File: config.mk
export PLATFORM = sky130hd
export DESIGN_NAME = insn_addr_gen
export DESIGN_NICKNAME = d
export VERILOG_FILES = /design/src/rtl/iag_pkg.sv /design/src/rtl/iag_incr.sv /design/src/rtl/iag_pc_reg.sv /design/src/rtl/iag_addr_mux.sv /design/src/rtl/insn_addr_gen.sv
export SDC_FILE = /design/constraint.sdc
export NUM_CORES = 1
export LEC_CHECK = 0
export BUFFER_PORTS_ARGS = -buffer_cell sky130_fd_sc_hd__buf_2
export CAP_MARGIN = 10
export CORE_MARGIN = 2
export CORE_UTILIZATION = 52
export CTS_BUF_LIST = sky130_fd_sc_hd__clkbuf_16
export CTS_CLUSTER_SIZE = 16
export DETAILED_ROUTE_END_ITERATION = 10
export PLACE_DENSITY = 0.85
export SLEW_MARGIN = 20
export SYNTH_ARGS = -nofsm -noshare
export SYNTH_HDL_FRONTEND = slang
export SYNTH_SLANG_ARGS = --single-unit
File: constraint.sdc
create_clock -name clk -period 4 [get_ports clk]
set_input_delay 0.6 -clock clk [delete_from_list [all_inputs] [get_ports clk]]
set_output_delay 0.6 -clock clk [all_outputs]
set_load 0.005 [all_outputs]
File: src/rtl/iag_pkg.sv
package iag_pkg;
    parameter int unsigned ADDR_W  = 32;
    parameter int unsigned STEP    = 4;
    parameter int unsigned RST_VEC = 0;

    typedef logic [ADDR_W-1:0] addr_t;

    typedef enum logic { SRC_ADDER = 1'b0, SRC_RET = 1'b1 } pc_src_e;
    typedef enum logic { INC_STEP = 1'b0, INC_BRANCH = 1'b1 } inc_src_e;
    typedef enum logic { MA_DATA = 1'b0, MA_FETCH = 1'b1 } ma_src_e;
endpackage

File: src/rtl/iag_incr.sv
module iag_incr
    import iag_pkg::*;
#(
    parameter int unsigned W    = ADDR_W,
    parameter int unsigned INCR = STEP
) (
    input  logic [W-1:0] cur,
    input  inc_src_e     inc_sel,
    input  logic [W-1:0] ofs,
    output logic [W-1:0] sum
);
    localparam logic [W-1:0] INCR_V = W'(INCR);
    logic [W-1:0] addend;

    always_comb begin
        unique case (inc_sel)
            INC_STEP:   addend = INCR_V;
            INC_BRANCH: addend = ofs;
            default:    addend = INCR_V;
        endcase
        // Two's-complement add; carry out is dropped so the sum wraps.
        sum = cur + addend;
    end
endmodule

File: src/rtl/iag_pc_reg.sv
module iag_pc_reg
    import iag_pkg::*;
#(
    parameter int unsigned W   = ADDR_W,
    parameter int unsigned RST = RST_VEC
) (
    input  logic         clk,
    input  logic         rst_n,
    input  logic         upd_en,
    input  pc_src_e      src_sel,
    input  logic [W-1:0] adder_val,
    input  logic [W-1:0] ret_val,
    input  logic         lnk_en,
    output logic [W-1:0] pc_q,
    output logic [W-1:0] lnk_q
);
    localparam logic [W-1:0] RST_V = W'(RST);
    logic [W-1:0] pc_d;

    always_comb begin
        unique case (src_sel)
            SRC_ADDER: pc_d = adder_val;
            SRC_RET:   pc_d = ret_val;
            default:   pc_d = adder_val;
        endcase
    end

    always_ff @(posedge clk) begin
        if (!rst_n) begin
            pc_q <= RST_V;
        end else if (upd_en) begin
            pc_q <= pc_d;
        end
    end

    // Link register samples the pre-update counter value.
    always_ff @(posedge clk) begin
        if (!rst_n) begin
            lnk_q <= '0;
        end else if (lnk_en) begin
            lnk_q <= pc_q;
        end
    end
endmodule

File: src/rtl/iag_addr_mux.sv
module iag_addr_mux
    import iag_pkg::*;
#(
    parameter int unsigned W = ADDR_W
) (
    input  ma_src_e      sel,
    input  logic [W-1:0] fetch_addr,
    input  logic [W-1:0] data_addr,
    output logic [W-1:0] addr
);
    always_comb begin
        unique case (sel)
            MA_FETCH: addr = fetch_addr;
            MA_DATA:  addr = data_addr;
            default:  addr = data_addr;
        endcase
    end
endmodule

File: src/rtl/insn_addr_gen.sv
module insn_addr_gen
    import iag_pkg::*;
#(
    parameter int unsigned W = ADDR_W
) (
    input  logic         clk,
    input  logic         rst_n,
    input  logic         pc_upd_en,
    input  logic         pc_from_ret,
    input  logic         use_br_ofs,
    input  logic [W-1:0] br_ofs,
    input  logic [W-1:0] ret_addr,
    input  logic [W-1:0] alu_addr,
    input  logic         addr_is_fetch,
    input  logic         link_en,
    output logic [W-1:0] pc,
    output logic [W-1:0] link_pc,
    output logic [W-1:0] mem_addr
);
    logic [W-1:0] adder_out;
    pc_src_e      src_sel;
    inc_src_e     inc_sel;
    ma_src_e      ma_sel;

    assign src_sel = pc_src_e'(pc_from_ret);
    assign inc_sel = inc_src_e'(use_br_ofs);
    assign ma_sel  = ma_src_e'(addr_is_fetch);

    iag_incr #(.W(W), .INCR(STEP)) u_incr (
        .cur     (pc),
        .inc_sel (inc_sel),
        .ofs     (br_ofs),
        .sum     (adder_out)
    );

    iag_pc_reg #(.W(W), .RST(RST_VEC)) u_pc (
        .clk       (clk),
        .rst_n     (rst_n),
        .upd_en    (pc_upd_en),
        .src_sel   (src_sel),
        .adder_val (adder_out),
        .ret_val   (ret_addr),
        .lnk_en    (link_en),
        .pc_q      (pc),
        .lnk_q     (link_pc)
    );

    iag_addr_mux #(.W(W)) u_ma (
        .sel        (ma_sel),
        .fetch_addr (pc),
        .data_addr  (alu_addr),
        .addr       (mem_addr)
    );
endmodule

==> results_dict.tcl, run 1 <==
set metrics [dict create \
    grt_pass1_wl_um 22900 \
    grt_pass1_vias 4790 \
    cp_common_cell "mux2i_1" \
    vias 4999 \
    reg2reg_to "u_pc.pc_q[24]" \
    crit_family "compound AO/OA/AOI/OAI gates" \
    n_antenna_cell 0 \
    cp_slowest_cell "a2111oi_0" \
    cts_sinks 64 \
    synth_edf_count 0 \
    grt_overflow_total 0 \
    worst_slew_pin_slew_ns 1.00 \
    finClkSkew_ns 0.00662 \
    async_reset_ff_frac 0 \
    synth_top_cell_area_share 0.269 \
    track_usage 0.281 \
    die_y_um 99.7 \
    r2r_slack_ns 1.36 \
    syn_nets 713 \
    synthToLayoutAreaGrowth_pct 27.3 \
    cp.depth 11 \
    crit_buf_inv 1 \
    path_clk_slew_ns 0.05 \
    ir_drop_mv 0.223 \
    drc 0 \
    die_w_um 99.7 \
    initialDrtViolationCount 220 \
    h-tree-depth 3 \
    end_kind "register" \
    rows 34 \
    rsz0062_at_grt "false" \
    synth_area_um2 4760 \
    setup.worst_path.start_class "input port" \
    r2r_start "u_pc.pc_q[0]" \
    arrival_ns 3.23 \
    dp_hpwl_um 10400 \
    synth_area_leaders "dfxtp_1 27%, mux2i_1 8.8%, ha_1 8.1%" \
    hold_violations 0 \
    layout-drive-gt1-share 0.341 \
    grt_max_degree 46 \
    cts_resized 0 \
    drv_slew 0 \
    critPathRequiredTime_ns 4.24 \
    slowest_delay_ns 0.44 \
    ios 199 \
    hold_ws_ns 0.485 \
    crit_fanout 32 \
    post_drt_wl_per_cell_um 16.4 \
    antenna_found_initial 0 \
    synth_top_area_cell "dfxtp_1" \
    start_util 0.540 \
    max_slew_margin 0.332 \
    wl_um 14200 \
    fin_setup_tns_ns 0 \
    path_cells "buf_2 > and2_1 > ha_1 > a21oi_1 > o21bai_1 > a2111oi_0 > nor3_1 > a31oi_1 > mux2i_1 > mux2i_1 > o32ai_2" \
    yosysSeqAreaShare 0.269 \
    globalplace.congestion 0.916 \
    portBuffers 198 \
    yosys_warnings 0 \
    p_leak_nw 3.09 \
    cts-buffers-inserted 9 \
    nets 890 \
    core_um2 8810 \
    setup_viol 0 \
    synth_cells 578 \
    dieArea_um2 9930 \
    synth_flop_cell "dfxtp_1" \
    hold_end "u_pc.lnk_q[27]" \
    ys_ff_latch 64 \
    clock_path_buffers 2 \
    status "finished clean" \
    finalCriticalPeriod_ns 2.99 \
    cap_viol_max_count 0 \
    post_cts_buffers 0 \
    clock-root-buffer "clkbuf_16" \
    antenna_left 0 \
    post_synth.cell_area_avg_um2 8.23 \
    via_per_inst 5.77 \
    yosysUniqueCellTypes 59 \
    power.density_nw_per_um2 334 \
    hp-class "reg2reg" \
    insertion_delay_ns 0.33 \
    finalCritPeriodShare 0.746 \
    hp-start "u_pc.lnk_q[27]" \
    worstSetupPathType "in2reg" \
    firstDrtPassIters 5 \
    worstHoldPathCells 2 \
    rr_worst_depth 10 \
    cts_tree "yes" \
    fmax_ghz 0.335 \
    postCtsHoldBufs 0 \
]
## per-stage QoR
step	cell area [um2]	power, W	std cells	setup WS (ns)	util
finish	6060	0.00202	867	1.01	0.688
global route	6060	0.00211	867	0.754	0.688
CTS	6060	0.00202	867	1.03	0.688
detailed placement	5780	0.00126	852	0.700	0.656
global placement	5780	0.00125	852	0.752	0.656
floorplan	4760	0.00107	578	1.10	-
## cells in the mapped netlist, types with 2 or more instances
cell       count
nand3_1       12
and3_1         4
a2bb2oi_1      2
mux2i_1       42
a21o_1        12
a211oi_1       2
inv_1          9
dfxtp_1       64
mux2_2        32
xnor2_1       19
a2111o_1       2
and2_1        32
a21oi_1       42
o21bai_1       4
clkbuf_1      23
xor2_1         3
nor3_1         4
a21oi_2        2
o211a_1        4
nand2_1       56
o22ai_1        5
nor2_1        59
o21ai_0       28
nand4_1        2
buf_1         12
o21a_1         2
nor2b_1        6
o211ai_1       6
o21ai_1        8
a211o_1        2
or3_1          4
a31oi_1       12
nand2b_1       3
ha_1          31
a311oi_1       4
## placed cells by master, fill, tap and decap left out, drive strengths merged, types with 31 or more instances in the layout
master	instances
buf	202
dfxtp	64
nor2	59
nand2	56
a21oi	44
mux2i	42
o21ai	37
mux2	32
and2	32
ha	31
## where the power goes
group	internal, W	switching [W]	leakage (nW)
Sequential	0.000678	0.0000428	0.525
Clock	0.000471	0.000290	0.144
Combinational	0.000256	0.000282	2.43
Total	0.00141	0.000615	3.09
## routing by layer
metal  up-vias  wire length [um]  GRT usage
met5         -                 0          0
met4         0               166     0.0706
met3        15               929     0.0379
met2       211              7100      0.506
met1      2339              6050      0.354
li1       2434                 -          -
## worst max path at each step
stage	start	endpoint
6_report	use_br_ofs	u_pc.pc_q[28]
2_1_floorplan	use_br_ofs	u_pc.pc_q[24]
3_3_place_gp	use_br_ofs	u_pc.pc_q[24]
4_1_cts	use_br_ofs	u_pc.pc_q[24]
5_1_grt	use_br_ofs	u_pc.pc_q[28]
3_5_place_dp	use_br_ofs	u_pc.pc_q[24]
## cells by family after synthesis
kind of cell	after synthesis	share of synthesized area
fa+ha+maj	32	0.0857
simple gates	187	0.184
xor+xnor	22	0.0405
flops	64	0.269
compound gates	153	0.220
buf+inv	46	0.0365
mux	74	0.164
## state kept, by name, summed over array words and instances, names as in the netlist
signal      flops
u_pc.lnk_q     32
u_pc.pc_q      32
## area by class of cell
cell class	instances	area, um2
Clock inverter	6	52.6
Fill cell	754	2750
Sequential cell	64	1280
Timing Repair Buffer	202	1020
Multi-Input combinational cell	468	3300
Tap cell	108	135
Inverter	10	37.5
Clock buffer	9	225
## worst register-to-register path, delay by kind of cell, from the launching register on
family	cells	cell delay [ns]
adder cells (fa/ha/maj)	2	0.66
XOR/XNOR	1	0.15
AND/OR/NAND/NOR	1	0.20
AO/OA/AOI/OAI	6	1.14
flip-flops	1	0.36
Power figures use the tool's default switching activity.
==> inputs of run 2 (changes only) <==
- ABC_AREA: not set -> 1
- CORE_UTILIZATION: 52 -> 51
- PLACE_DENSITY: 0.85 -> 0.81
- clock period: 4 -> 2.95 ns (I/O delays scaled with it)
==> results_dict.tcl, run 2 <==
set metrics [dict create \
    h-tree-depth 3 \
    path_clk_slew_ns 0.07 \
    grt_max_degree 52 \
    max_slew_margin 0.332 \
    setup.worst_path.start_class "input port" \
    critPathRequiredTime_ns 3.15 \
    mostFrequentLayoutCell "nand2_1" \
    post_cts_buffers 0 \
    insertion_delay_ns 0.34 \
    final_core_util 0.643 \
    synthToLayoutAreaGrowth_pct 23.7 \
    finalCriticalPeriod_ns 2.37 \
    drc 0 \
    ir_drop_mv 0.242 \
    die_y_um 109 \
    dp_hpwl_um 13500 \
    fmax_ghz 0.422 \
    post_drt_wl_per_cell_um 13.5 \
    status "finished clean" \
    hold_violations 0 \
    grt_overflow_total 0 \
    cts_tree "yes" \
    grt_pass1_wl_um 27100 \
    hp-class "in2reg" \
    ys_ff_latch 64 \
    track_usage 0.290 \
    vias 6381 \
    setup_viol 0 \
    worst_slew_pin_slew_ns 1.00 \
    synth_top_cell_area_share 0.228 \
    initialDrtViolationCount 409 \
    start_util 0.520 \
    hold_end "u_pc.pc_q[8]" \
    cap_viol_max_count 0 \
    synth_area_um2 5610 \
    yosysSeqAreaShare 0.228 \
    firstDrtPassIters 5 \
    finClkSkew_ns 0.0111 \
    cts_sinks 64 \
    yosysMostFrequentCell "nand2_1" \
    placed_cell_area_um2 6670 \
    fin_setup_tns_ns 0 \
    via_per_inst 4.99 \
    core_um2 10800 \
    r2r_start "u_pc.pc_q[0]" \
    hp-start "ret_addr[8]" \
    p_seq_frac 0.362 \
    clock-root-buffer "clkbuf_16" \
    reg2reg_to "u_pc.pc_q[20]" \
    synth_edf_count 0 \
    design_area_um2 6940 \
    worstSetupPathType "in2reg" \
    nets 1269 \
    yosys_warnings 0 \
    antenna_left 0 \
    power.density_nw_per_um2 399 \
    clkPwrFrac 0.364 \
    n_antenna_cell 0 \
    rows 38 \
    layout-drive-gt1-share 0.255 \
    crit_fanout 32 \
    rr_worst_depth 12 \
    portBuffers 198 \
    switching_share 0.342 \
    synth_cells 949 \
    drv_slew 0 \
    rsz0062_at_grt "false" \
    hold_ws_ns 0.394 \
    synth_commonest_cells "295 x nand2_1, 150 x inv_1, 144 x nor2_1" \
    yosysUniqueCellTypes 34 \
    cts-buffers-inserted 9 \
    grt_pass1_vias 5767 \
    ios 199 \
    syn_nets 1084 \
    end_kind "register" \
    arrival_ns 2.57 \
    reg.largest.list "u_pc.lnk_q x32, u_pc.pc_q x32" \
    p_leak_nw 4.20 \
    dieArea_um2 11900 \
    power_frac_comb 0.274 \
    wl_um 17200 \
    globalplace.congestion 0.937 \
    synth_top_area_cell "dfxtp_1" \
    die_w_um 109 \
    antenna_found_initial 0 \
    r2r_slack_ns 0.84 \
    p_switching_w 0.000949 \
    worstHoldPathCells 3 \
    cts_resized 0 \
    final_cell_mix "295 x nand2_1, 198 x buf_2, 150 x inv_1, 144 x nor2_1, 64 x dfxtp_1" \
    async_reset_ff_frac 0 \
    postCtsHoldBufs 0 \
    clock_path_buffers 2 \
    synth_area_leaders "dfxtp_1 23%, nand2_1 20%, inv_1 10%" \
    finalCritPeriodShare 0.803 \
    p_int_w 0.00182 \
    synth_flop_cell "dfxtp_1" \
    post_synth.cell_area_avg_um2 5.91 \
]
==> run 2: how the worst max path moves through the flow <==
stage	start	endpoint	slack, ns	cells after the start
6_report	use_br_ofs	u_pc.pc_q[17]	0.58	16
5_1_grt	use_br_ofs	u_pc.pc_q[17]	0.35	16
4_1_cts	use_br_ofs	u_pc.pc_q[16]	0.65	14
3_5_place_dp	use_br_ofs	u_pc.pc_q[17]	0.30	16
3_3_place_gp	use_br_ofs	u_pc.pc_q[17]	0.36	16
2_1_floorplan	use_br_ofs	u_pc.pc_q[16]	0.89	12
==> run 2: kinds of logic after synthesis <==
kind of cell    count (synthesis)  share of synthesized area
fa+ha+maj                      32                     0.0727
buf+inv                       185                      0.132
xor+xnor                       14                     0.0219
simple gates                  515                      0.376
flops                          64                      0.228
compound gates                107                      0.105
mux                            32                     0.0643
==> run 2: cell type report <==
cell class | count | area (um2)
fill | 1076 | 3850
multi-input combinational | 700 | 3590
sequential | 64 | 1280
timing repair buffer | 205 | 1040
inverter | 154 | 578
clock buffer | 9 | 225
tap | 140 | 175
clock inverter | 7 | 47.5
==> run 2: worst max-delay path: stages <==
cell and delay, ns:
buf_2 0.49, nand2_1 0.10, inv_1 0.08, ha_1 0.28, nand2_1 0.16, inv_1 0.05
nand2_1 0.06, nand2_1 0.08, inv_1 0.06, nand3_1 0.18, nand2_1 0.11, nand2_1 0.09
nand2_1 0.07, nand2_1 0.04, o21ai_0 0.17, a21oi_1 0.08
==> run 2: power by group through the flow <==
stage	sequential [W]	combinational (W)	clock, W
global placement	0.00102	0.000742	0
CTS	0.00100	0.000758	0.00101
floorplan	0.000997	0.000481	0
detailed placement	0.00102	0.000753	0
global route	0.00101	0.000859	0.00104
finish	0.00100	0.000760	0.00101
==> run 2: metrics by stage <==
stage | cells | power (W) | setup WS, ns
floorplan | 949 | 0.00148 | 0.891
global placement | 1263 | 0.00176 | 0.364
detailed placement | 1263 | 0.00177 | 0.303
CTS | 1279 | 0.00277 | 0.646
global route | 1279 | 0.00291 | 0.351
finish | 1279 | 0.00277 | 0.582
==> run 2: layer usage <==
layer	vias to the layer above	GRT usage	routed length [um]
li1	3286	-	-
met1	2802	0.364	7450
met2	259	0.489	7880
met3	34	0.0412	1230
met4	0	0.136	659
met5	-	0	0
